`src/rtl/dma_pkg.sv`:
```
`timescale 1ns/1ps
package dma_pkg;
   localparam int NCH    = 2;
   localparam int CTRL_W = 10;

   // control word bit positions
   localparam int CB_EN    = 0;
   localparam int CB_WORD  = 1;
   localparam int CB_SIO   = 2;
   localparam int CB_DIO   = 3;
   localparam int CB_SSTEP = 4;
   localparam int CB_DSTEP = 6;
   localparam int CB_IRQ   = 8;
   localparam int CB_EXT   = 9;

   localparam logic [1:0] STEP_INC = 2'b01;
   localparam logic [1:0] STEP_DEC = 2'b10;

   localparam logic [1:0] SEL_SRC  = 2'd0;
   localparam logic [1:0] SEL_DST  = 2'd1;
   localparam logic [1:0] SEL_CNT  = 2'd2;
   localparam logic [1:0] SEL_CTRL = 2'd3;

   typedef enum logic [2:0] {PH_IDLE, PH_RD0, PH_RD1, PH_WR0, PH_WR1} phase_t;
   typedef enum logic [1:0] {OWN_NONE, OWN_DMA, OWN_CPU} owner_t;
endpackage

```
`src/rtl/dma_chan_regs.sv`:
```
`timescale 1ns/1ps
module dma_chan_regs
   import dma_pkg::*;
#(
   parameter int ADDR_W = 20,
   parameter int CNT_W  = 16
) (
   input  logic              clk,
   input  logic              rst_n,
   input  logic              wr_en,
   input  logic [1:0]        wr_sel,
   input  logic [ADDR_W-1:0] wr_data,
   input  logic              dreq,
   input  logic              xfer_done,
   output logic [ADDR_W-1:0] src,
   output logic [ADDR_W-1:0] dst,
   output logic [CNT_W-1:0]  cnt,
   output logic [CTRL_W-1:0] ctrl,
   output logic              ready,
   output logic              irq,
   output logic [ADDR_W-1:0] rd_data
);
   logic unused_hi;
   assign unused_hi = ^wr_data[ADDR_W-1:CTRL_W];

   function automatic logic [ADDR_W-1:0] advance(input logic [ADDR_W-1:0] a,
                                                 input logic [1:0] mode,
                                                 input logic word);
      logic [ADDR_W-1:0] sz;
      sz = word ? ADDR_W'(2) : ADDR_W'(1);
      case (mode)
         STEP_INC: return a + sz;
         STEP_DEC: return a - sz;
         default:  return a;
      endcase
   endfunction

   assign ready = ctrl[CB_EN] && (cnt != '0) && (!ctrl[CB_EXT] || dreq);

   always_comb begin
      case (wr_sel)
         SEL_SRC: rd_data = src;
         SEL_DST: rd_data = dst;
         SEL_CNT: rd_data = ADDR_W'(cnt);
         default: rd_data = ADDR_W'(ctrl);
      endcase
   end

   always_ff @(posedge clk) begin
      if (!rst_n) begin
         src  <= '0;
         dst  <= '0;
         cnt  <= '0;
         ctrl <= '0;
         irq  <= 1'b0;
      end else begin
         irq <= 1'b0;
         if (xfer_done) begin
            src <= advance(src, ctrl[CB_SSTEP +: 2], ctrl[CB_WORD]);
            dst <= advance(dst, ctrl[CB_DSTEP +: 2], ctrl[CB_WORD]);
            cnt <= cnt - CNT_W'(1);
            if (cnt == CNT_W'(1)) begin
               ctrl[CB_EN] <= 1'b0;
               irq         <= ctrl[CB_IRQ];
            end
         end
         if (wr_en) begin
            case (wr_sel)
               SEL_SRC: src  <= wr_data;
               SEL_DST: dst  <= wr_data;
               SEL_CNT: cnt  <= wr_data[CNT_W-1:0];
               default: ctrl <= wr_data[CTRL_W-1:0];
            endcase
         end
      end
   end
endmodule

```
`src/rtl/dma_rr_arb.sv`:
```
`timescale 1ns/1ps
module dma_rr_arb
   import dma_pkg::*;
(
   input  logic           clk,
   input  logic           rst_n,
   input  logic [NCH-1:0] ready,
   input  logic           eng_idle,
   input  logic           xfer_done,
   input  logic           start,
   input  logic           cpu_req,
   output logic           cpu_gnt,
   output logic           dma_own,
   output logic           pick
);
   owner_t owner;
   logic   last;

   // the channel not served last goes first when both are ready
   assign pick    = ready[~last] ? ~last : last;
   assign cpu_gnt = (owner == OWN_CPU);
   assign dma_own = (owner == OWN_DMA);

   always_ff @(posedge clk) begin
      if (!rst_n) begin
         owner <= OWN_NONE;
         last  <= 1'b1;
      end else begin
         if (start) last <= pick;
         case (owner)
            OWN_NONE: begin
               if (|ready)       owner <= OWN_DMA;
               else if (cpu_req) owner <= OWN_CPU;
            end
            OWN_DMA: begin
               if (xfer_done || (eng_idle && !(|ready))) owner <= OWN_NONE;
            end
            default: begin
               if (!cpu_req) owner <= OWN_NONE;
            end
         endcase
      end
   end
endmodule

```
`src/rtl/dma_xfer_engine.sv`:
```
`timescale 1ns/1ps
module dma_xfer_engine
   import dma_pkg::*;
#(
   parameter int ADDR_W      = 20,
   parameter int BUS_MIN_CLK = 4
) (
   input  logic              clk,
   input  logic              rst_n,
   input  logic              start,
   input  logic              start_ch,
   input  logic [ADDR_W-1:0] src_in,
   input  logic [ADDR_W-1:0] dst_in,
   input  logic              word_in,
   input  logic              sio_in,
   input  logic              dio_in,
   input  logic [15:0]       bus_rdata,
   input  logic              bus_ready,
   output logic              idle,
   output logic              done,
   output logic              done_ch,
   output logic              bus_valid,
   output logic              bus_write,
   output logic              bus_io,
   output logic              bus_word,
   output logic [ADDR_W-1:0] bus_addr,
   output logic [15:0]       bus_wdata
);
   localparam int TICK_W = $clog2(BUS_MIN_CLK);
   localparam logic [TICK_W-1:0] TICK_LAST = TICK_W'(BUS_MIN_CLK - 1);

   phase_t            phase;
   logic [TICK_W-1:0] tick;
   logic [ADDR_W-1:0] s_q, d_q;
   logic              word_q, sio_q, dio_q;
   logic [15:0]       hold;
   logic              end_ok, s_split, d_split;

   assign s_split   = word_q && s_q[0];
   assign d_split   = word_q && d_q[0];
   assign end_ok    = (tick == TICK_LAST) && bus_ready;
   assign idle      = (phase == PH_IDLE);
   assign bus_valid = !idle;
   assign bus_write = (phase == PH_WR0) || (phase == PH_WR1);
   assign bus_io    = bus_write ? dio_q : sio_q;
   assign done      = end_ok && (((phase == PH_WR0) && !d_split) || (phase == PH_WR1));

   always_comb begin
      bus_addr  = '0;
      bus_word  = 1'b0;
      bus_wdata = '0;
      case (phase)
         PH_RD0: begin bus_addr = s_q; bus_word = word_q && !s_q[0]; end
         PH_RD1: bus_addr = s_q + ADDR_W'(1);
         PH_WR0: begin
            bus_addr  = d_q;
            bus_word  = word_q && !d_q[0];
            bus_wdata = bus_word ? hold : {8'h00, hold[7:0]};
         end
         PH_WR1: begin bus_addr = d_q + ADDR_W'(1); bus_wdata = {8'h00, hold[15:8]}; end
         default: ;
      endcase
   end

   always_ff @(posedge clk) begin
      if (!rst_n) begin
         phase   <= PH_IDLE;
         tick    <= '0;
         s_q     <= '0;
         d_q     <= '0;
         word_q  <= 1'b0;
         sio_q   <= 1'b0;
         dio_q   <= 1'b0;
         hold    <= '0;
         done_ch <= 1'b0;
      end else if (idle) begin
         tick <= '0;
         if (start) begin
            phase   <= PH_RD0;
            s_q     <= src_in;
            d_q     <= dst_in;
            word_q  <= word_in;
            sio_q   <= sio_in;
            dio_q   <= dio_in;
            done_ch <= start_ch;
         end
      end else if (end_ok) begin
         tick <= '0;
         case (phase)
            PH_RD0: begin
               if (s_split) begin
                  hold[7:0] <= bus_rdata[7:0];
                  phase     <= PH_RD1;
               end else begin
                  hold  <= word_q ? bus_rdata : {8'h00, bus_rdata[7:0]};
                  phase <= PH_WR0;
               end
            end
            PH_RD1: begin
               hold[15:8] <= bus_rdata[7:0];
               phase      <= PH_WR0;
            end
            PH_WR0:  phase <= d_split ? PH_WR1 : PH_IDLE;
            default: phase <= PH_IDLE;
         endcase
      end else if (tick != TICK_LAST) begin
         tick <= tick + TICK_W'(1);
      end
   end
endmodule

```
`src/rtl/dual_xfer_dma.sv`:
```
`timescale 1ns/1ps
module dual_xfer_dma
   import dma_pkg::*;
#(
   parameter int ADDR_W      = 20,
   parameter int CNT_W       = 16,
   parameter int BUS_MIN_CLK = 4
) (
   input  logic              clk,
   input  logic              rst_n,
   input  logic              reg_we,
   input  logic              reg_ch,
   input  logic [1:0]        reg_sel,
   input  logic [ADDR_W-1:0] reg_wdata,
   output logic [ADDR_W-1:0] reg_rdata,
   input  logic [1:0]        dreq,
   output logic [1:0]        irq,
   input  logic              cpu_req,
   output logic              cpu_gnt,
   output logic              bus_valid,
   output logic              bus_write,
   output logic              bus_io,
   output logic              bus_word,
   output logic [ADDR_W-1:0] bus_addr,
   output logic [15:0]       bus_wdata,
   input  logic [15:0]       bus_rdata,
   input  logic              bus_ready
);
   if (ADDR_W < CNT_W || ADDR_W < CTRL_W) begin : g_bad_width
      $error("ADDR_W must hold the count and control word");
   end
   if (BUS_MIN_CLK < 2) begin : g_bad_min
      $error("BUS_MIN_CLK must be at least 2");
   end
   if (NCH != 2) begin : g_bad_nch
      $error("turn-taking logic is built for two channels");
   end

   logic [ADDR_W-1:0] c_src [NCH];
   logic [ADDR_W-1:0] c_dst [NCH];
   logic [ADDR_W-1:0] c_rd  [NCH];
   logic [CNT_W-1:0]  c_cnt [NCH];
   logic [CTRL_W-1:0] c_ctrl[NCH];
   logic [NCH-1:0]    c_rdy, c_done, c_irq;
   logic              eng_idle, eng_done, eng_ch, dma_own, pick, start;
   logic              unused_cnt;

   assign start      = dma_own && eng_idle && (|c_rdy);
   assign reg_rdata  = c_rd[reg_ch];
   assign irq        = c_irq;
   assign unused_cnt = ^{c_cnt[0], c_cnt[1]};

   for (genvar ch = 0; ch < NCH; ch++) begin : g_ch
      assign c_done[ch] = eng_done && (eng_ch == 1'(ch));
      dma_chan_regs #(.ADDR_W(ADDR_W), .CNT_W(CNT_W)) u_regs (
         .clk      (clk),
         .rst_n    (rst_n),
         .wr_en    (reg_we && (reg_ch == 1'(ch))),
         .wr_sel   (reg_sel),
         .wr_data  (reg_wdata),
         .dreq     (dreq[ch]),
         .xfer_done(c_done[ch]),
         .src      (c_src[ch]),
         .dst      (c_dst[ch]),
         .cnt      (c_cnt[ch]),
         .ctrl     (c_ctrl[ch]),
         .ready    (c_rdy[ch]),
         .irq      (c_irq[ch]),
         .rd_data  (c_rd[ch])
      );
   end

   dma_rr_arb u_arb (
      .clk      (clk),
      .rst_n    (rst_n),
      .ready    (c_rdy),
      .eng_idle (eng_idle),
      .xfer_done(eng_done),
      .start    (start),
      .cpu_req  (cpu_req),
      .cpu_gnt  (cpu_gnt),
      .dma_own  (dma_own),
      .pick     (pick)
   );

   dma_xfer_engine #(.ADDR_W(ADDR_W), .BUS_MIN_CLK(BUS_MIN_CLK)) u_eng (
      .clk      (clk),
      .rst_n    (rst_n),
      .start    (start),
      .start_ch (pick),
      .src_in   (c_src[pick]),
      .dst_in   (c_dst[pick]),
      .word_in  (c_ctrl[pick][CB_WORD]),
      .sio_in   (c_ctrl[pick][CB_SIO]),
      .dio_in   (c_ctrl[pick][CB_DIO]),
      .bus_rdata(bus_rdata),
      .bus_ready(bus_ready),
      .idle     (eng_idle),
      .done     (eng_done),
      .done_ch  (eng_ch),
      .bus_valid(bus_valid),
      .bus_write(bus_write),
      .bus_io   (bus_io),
      .bus_word (bus_word),
      .bus_addr (bus_addr),
      .bus_wdata(bus_wdata)
   );
endmodule

```
`config.mk`:
```
export PLATFORM = sky130hd
export DESIGN_NAME = dual_xfer_dma
export DESIGN_NICKNAME = d
export VERILOG_FILES = /design/src/rtl/dma_pkg.sv /design/src/rtl/dma_chan_regs.sv /design/src/rtl/dma_rr_arb.sv /design/src/rtl/dma_xfer_engine.sv /design/src/rtl/dual_xfer_dma.sv
export SDC_FILE = /design/constraint.sdc
export NUM_CORES = 1
export LEC_CHECK = 0
export CAP_MARGIN = 20
export CORE_MARGIN = 10
export CORE_UTILIZATION = 35
export DETAILED_ROUTE_END_ITERATION = 7
export DONT_BUFFER_PORTS = 1
export HOLD_SLACK_MARGIN = 0.15
export SKIP_LAST_GASP = 1
export SYNTH_ARGS = -nofsm -noshare
export SYNTH_HDL_FRONTEND = slang
export SYNTH_HIERARCHICAL = 1
export SYNTH_SLANG_ARGS = --single-unit
```
`constraint.sdc`:
```
create_clock -name clk -period 6.4 [get_ports clk]
set_input_delay 0.32 -clock clk [delete_from_list [all_inputs] [get_ports clk]]
set_output_delay 0.32 -clock clk [all_outputs]
set_load 0.02 [all_outputs]
```
==> results of run 1 <==
stage by stage:
| step | hold WS [ps] | setup WS (ps) | cells |
|---|---|---|---|
| after floorplan | 420 | 2760 | 2245 |
| after global placement | 455 | 2400 | 2721 |
| after detailed placement | 458 | 2330 | 2721 |
| after CTS | 162 | 2210 | 2810 |
| after global routing | 198 | 1910 | 2813 |
| final | 173 | 2160 | 2814 |
cell families (layout without fill, tap and decap cells):
logic type,after synthesis,count (layout),share of synthesized area
simple gates,852,852,0.248
compound gates,638,638,0.254
mux,143,143,0.112
flops,202,202,0.235
other cells,0,4,0
fa+ha+maj,26,26,0.0207
xor+xnor,116,116,0.0591
buf+inv,268,169,0.0705
power by group through the flow:
| stage | registers [uW] | logic [uW] | clock network (uW) |
|---|---|---|---|
| 2_1_floorplan | 1330 | 257 | 0 |
| 3_3_place_gp | 1390 | 244 | 0 |
| 3_5_place_dp | 1390 | 247 | 0 |
| 4_1_cts | 1360 | 310 | 1630 |
| 5_1_grt | 1370 | 338 | 1680 |
| 6_report | 1360 | 317 | 1610 |
area by class of cell:
cell class | count | area (sq um)
Timing Repair Buffer | 67 | 631
Clock inverter | 16 | 243
Antenna cell | 4 | 10.0
Clock buffer | 29 | 671
Multi-Input combinational cell | 1775 | 12000
Inverter | 57 | 214
Tap cell | 664 | 831
Sequential cell | 202 | 4040
Fill cell | 4968 | 30200
flip-flops by register name (all words and copies together) (netlist names):
name	flops
g_ch.u_regs/irq	2
u_eng/word_q	1
u_eng/hold	16
u_eng/s_q	20
g_ch.u_regs/src	40
u_eng/phase	3
u_arb/owner	2
u_eng/tick	2
g_ch.u_regs/dst	40
u_eng/dio_q	1
u_eng/sio_q	1
u_eng/d_q	20
u_arb/last	1
g_ch.u_regs/ctrl	20
g_ch.u_regs/cnt	32
u_eng/done_ch	1
cells in the final DEF, fill, tap and decap left out, types with 22 or more instances in the layout:
| master | instances |
|---|---|
| nand2_1 | 278 |
| dfxtp_1 | 202 |
| nor2_1 | 180 |
| o21ai_0 | 139 |
| a21oi_1 | 123 |
| xnor2_1 | 85 |
| nand3_1 | 69 |
| nor3_1 | 58 |
| mux2i_1 | 55 |
| inv_1 | 54 |
| a211oi_1 | 50 |
| a21boi_0 | 45 |
| or3_1 | 43 |
| dlygate4sd3_1 | 43 |
| mux2_4 | 40 |
| nor2b_1 | 38 |
| xor2_1 | 31 |
| o22ai_1 | 30 |
| a31oi_1 | 29 |
| mux2_2 | 27 |
| clkbuf_16 | 25 |
| buf_4 | 23 |
| a311oi_1 | 22 |
| nor4_1 | 22 |
worst min-delay path by stage:
stage	endpoint	slack, ps	cells past startpoint
3_5_place_dp	g_ch[1].u_regs/irq	460	2
3_3_place_gp	u_arb/owner[0]	450	1
4_1_cts	u_eng/tick[0]	160	3
6_report	u_arb/owner[0]	170	2
5_1_grt	g_ch[0].u_regs/cnt[1]	200	3
2_1_floorplan	g_ch[0].u_regs/irq	420	2
metal layers:
layer / track usage / wire length, um
met5: 0 / 0
met1: 0.274 / 27600
met3: 0.0310 / 4850
met4: 0.0921 / 2920
met2: 0.328 / 29100
critical path, delay by kind of cell (launching register included):
family                 cells  cell delay [ps]
AOI/OAI and AO/OA          4              590
muxes                      1              120
DFF                        1              300
buffers and inverters      5             1430
and+or+nand+nor            6             1650
==> impl_metrics.toml, run 1 <==
[power_and_ir_drop]
comb_power_share = 0.097
power.leakage_uw = 0.00623
ir_drop_mv = 0.169
clockPowerShare = 0.488
netSwitchingFraction = 0.267
switchingPower_uw = 879
power_density_mw_per_mm2 = 177
power_uw = 3290
power.internal_uw = 2410
seq_power_share = 0.415

[worst_hold_path]
hold_start = "rst_n"
worstHoldPathType = "primary input to flip-flop"

[critical_path]
reg2regPathDepth = 16
path_max_fanout = 28
worstPathArrival_ps = 4660
crit_end = "g_ch[1].u_regs/src[18]"
start_kind = "flip-flop"
critical-path-slowest-cell = "dlygate4sd3_1"
cp-end-kind = "flip-flop"
reg2reg_setup_slack_ps = 2160
r2r_start = "u_eng/phase[2]"
critPathMaxStageDelay_ps = 570
crit_chain = "buf_4 -> inv_1 -> and3_1 -> a21oi_1 -> nor2_1 -> buf_4 -> and2_1 -> nor2b_1 -> buf_4 -> nand2_1 -> a21oi_1 -> mux2i_1 -> and3_1 -> o21ai_0 -> a21oi_1 -> dlygate4sd3_1"
critPathKind = "flip-flop to flip-flop"
cp.required_ps = 6830
rr_endpoint = "g_ch[1].u_regs/src[18]"
cp-startpoint = "u_eng/phase[2]"

[clock_tree]
cts_max_path_buffers = 3
cts_made_buffers = 25
holdBufCountCts = 44
cts_setup_buffers = 0
cts_root_buf = "clkbuf_16"
htree_num_levels = 1
cts_resized = 0
clk_latency_ps = 540
cts_sinks = 202
cts_tree = "done"
cts.clk_slew.worst_paths_ps = 60

[status]
status = "finished, final reports clean"

[synth]
synth_fp_nets = 2317
synth_area_sq_mm = 0.0172
synthArstFlopShare = 0
synth-seq-cells = 202
synth_edf_count = 0
yosys_warnings = 6
synth.top_cell.area_share = 0.235
synth_seq_area_share = 0.235
synth-main-ff-cell = "dfxtp_1"
synth_top_cells_by_area = "dfxtp_1 24%, nand2_1 6.1%, xnor2_1 4.3%, o21ai_0 4.0%, nor2_1 3.9%"
synth_area_leader_cell = "dfxtp_1"
synth_common_cells = "278 x nand2_1, 202 x dfxtp_1, 180 x nor2_1, 139 x o21ai_0, 138 x clkbuf_1"
syn_avg_cell_area_sq_um = 7.66
netlist_instances = 2245
yosysMostFrequentCell = "nand2_1"
synth_cell_types = 101

[place]
dpl_cell_area_sq_mm = 0.0172
gp_congestion = 0.932
dpl.hpwl_mm = 44.4
io_buffers = 0

[sta]
finalCritPeriodShare = 0.662
maxSlewHeadroom = 0.315
finalHoldViolCount = 0
min_period_ps = 4240
fmax_mhz = 236
finalClockSkew_ps = 9.89
worst_pin_slew_ps = 1030
slew_viol_final = 0
finalSetupViolCount = 0
rsz0062_at_grt = "false"
setup_tns_ps = 0

[cells_and_area]
syn_to_final_growth_pct = 8.18
final_util = 0.381
drive_above_1_share = 0.0904
final_nets = 2200
fin_area_sq_mm = 0.0186

[drt]
ant_nets = 0
drc = 0
vias = 17300
drt_iter0_markers = 2419
avgRoutedWirePerCell_um = 22.9
drtPass1Iterations = 6
routed_wl_mm = 64.4
vias_per_cell = 6.14

[die]
start_util = 0.353
core_sq_mm = 0.0487
die_h_um = 242
ios = 109
die-area_sq_mm = 0.0584
row_count = 81
die_x_um = 242

[global_route]
grt_usage = 0.207
grt_pass1_wl_mm = 97.1
grt_antenna_before_repair = 4
grt_pass1_vias = 15600
grt_max_degree = 120
grt_overflow = 0

[flow_run]
cap_violations = 0
No activity file was read; power rests on OpenSTA's default activity.
==> inputs of run 2 (changes only) <==
==> constraint.sdc (replaced) <==
create_clock -name clk -period 4.4 [get_ports clk]
set_input_delay 0.22 -clock clk [delete_from_list [all_inputs] [get_ports clk]]
set_output_delay 0.22 -clock clk [all_outputs]
set_load 0.02 [all_outputs]
==> run 2 against run 1 <==
  * Sequential power rose by 46%
  * Hold slack improved by 31 ps
  * Critical path depth fell by 9
  * Sequential share of layout area fell by 0.16 points
  * Cell area rose by 0.73%
  * Register-to-register slack got worse by 1600 ps
  * Highest routed layer is now met5
==> impl_metrics.toml, run 2 (synthesis results as in run 1) <==
[status]
status = "finished, final reports clean"

[drt]
drtPass1Iterations = 6
avgRoutedWirePerCell_um = 23.3
vias = 17400
drc = 0
drt_iter0_markers = 2000
ant_nets = 0
vias_per_cell = 6.12
routed_wl_mm = 66.0

[global_route]
grt_overflow = 0
grt_antenna_before_repair = 7
grt_pass1_wl_mm = 99.8
grt_usage = 0.213
grt_max_degree = 120
grt_pass1_vias = 16000

[place]
dp_slack_ps = 956
io_buffers = 0
dpl_cell_area_sq_mm = 0.0173
gp_congestion = 0.936
dpl.hpwl_mm = 46.4
dp_cells = 2736

[critical_path]
rr_endpoint = "g_ch[1].u_regs/src[18]"
r2r_start = "u_eng/phase[1]"
cp.required_ps = 4180
worstPathArrival_ps = 3830
path_max_fanout = 20
start_kind = "flip-flop"
critPathKind = "flip-flop to output pin"
cp-end-kind = "output pin"
crit_end = "bus_addr[19]"
reg2regPathDepth = 13
cp-startpoint = "u_eng/phase[2]"
reg2reg_setup_slack_ps = 590

[sta]
rsz0062_at_grt = "false"
worst_pin_slew_ps = 1000
finalCritPeriodShare = 0.921
finalClockSkew_ps = 35.0
slew_viol_final = 0
maxSlewHeadroom = 0.331
timing.final.ws_setup_ps = 348
fmax_mhz = 247
min_period_ps = 4050
setup_tns_ps = 0
finalSetupViolCount = 0
finalHoldViolCount = 0

[clock_tree]
cts_sinks = 202
cts.clk_slew.worst_paths_ps = 60
cts_resized = 0
clk_latency_ps = 560
cts_made_buffers = 25
htree_num_levels = 1
cts_tree = "done"
cts_root_buf = "clkbuf_16"
cts_max_path_buffers = 3

[cells_and_area]
seq_area_sq_mm = 0.00404
final_nets = 2222
final_cell_mix = "278 x nand2_1, 202 x dfxtp_1, 180 x nor2_1, 139 x o21ai_0, 123 x a21oi_1"
drive_above_1_share = 0.0946
multiInputGateArea_sq_mm = 0.0120
final_cells = 2837
final_util = 0.384
mostFrequentLayoutCell = "nand2_1"
reg_top3 = "g_ch.u_regs/dst: 40 flops, g_ch.u_regs/src: 40 flops, g_ch.u_regs/cnt: 32 flops"
syn_to_final_growth_pct = 8.98
fin_area_sq_mm = 0.0187
n_fill_cell = 5015

[worst_hold_path]
worstHoldPathType = "primary input to flip-flop"

[die]
core_sq_mm = 0.0487
ios = 109
row_count = 81
die-area_sq_mm = 0.0584
die_x_um = 242
die_h_um = 242
start_util = 0.353

[power_and_ir_drop]
power.leakage_uw = 0.00630
power_density_mw_per_mm2 = 245
ir_drop_mv = 0.216

[flow_run]
cap_violations = 0
run 2: worst min path at each step:
stage | start | end | slack [ps] | depth (start not counted)
2_1_floorplan | rst_n | u_arb/owner[0] | 340 | 1
3_3_place_gp | cpu_req | u_arb/owner[1] | 360 | 1
3_5_place_dp | cpu_req | u_arb/owner[1] | 370 | 1
4_1_cts | reg_sel[0] | g_ch[0].u_regs/ctrl[7] | 180 | 3
5_1_grt | reg_sel[0] | g_ch[0].u_regs/dst[8] | 230 | 3
6_report | reg_sel[0] | g_ch[1].u_regs/dst[8] | 200 | 3
run 2: per-layer routing:
layer	part of all wire	global-route usage
met5	0.00017	0
met1	0.42	0.280
met4	0.046	0.101
met2	0.44	0.332
met3	0.089	0.0391
run 2: cell type report:
class	count	area share
clock buffers	36	0.0383
inverters	57	0.0114
clock inverters	9	0.00628
repair buffers	89	0.0450
well taps	664	0.0444
multi-input cells	1775	0.638
flip-flops and latches	202	0.216
diodes	5	0.000668
run 2: critical path, stage by stage, from the launching register on:
cell	delay, ps
dfxtp_1	480
buf_4	320
or3b_1	630
or3_1	470
a22o_1	410
or3_4	450
xnor2_1	130
a211o_1	400
run 2: power breakdown:
group / internal (uW) / switching, uW / leakage, uW / total, uW
registers: 1870 / 119 / 0.00164 / 1990
clock network: 1260 / 879 / 0.000398 / 2130
logic: 198 / 272 / 0.00426 / 470
run 2: repair_timing:
item	in CTS	in global routing
setup buffers	0	0
endpoints found under the setup margin	0	0
hold buffers	50	0
endpoints found under the hold margin	202	0
run 2: per-stage QoR:
stage	power (uW)	hold slack, ps
3_5_place_dp	2380	366
4_1_cts	4610	179
5_1_grt	4730	228
6_report	4590	204
2_1_floorplan	2310	338
3_3_place_gp	2380	356
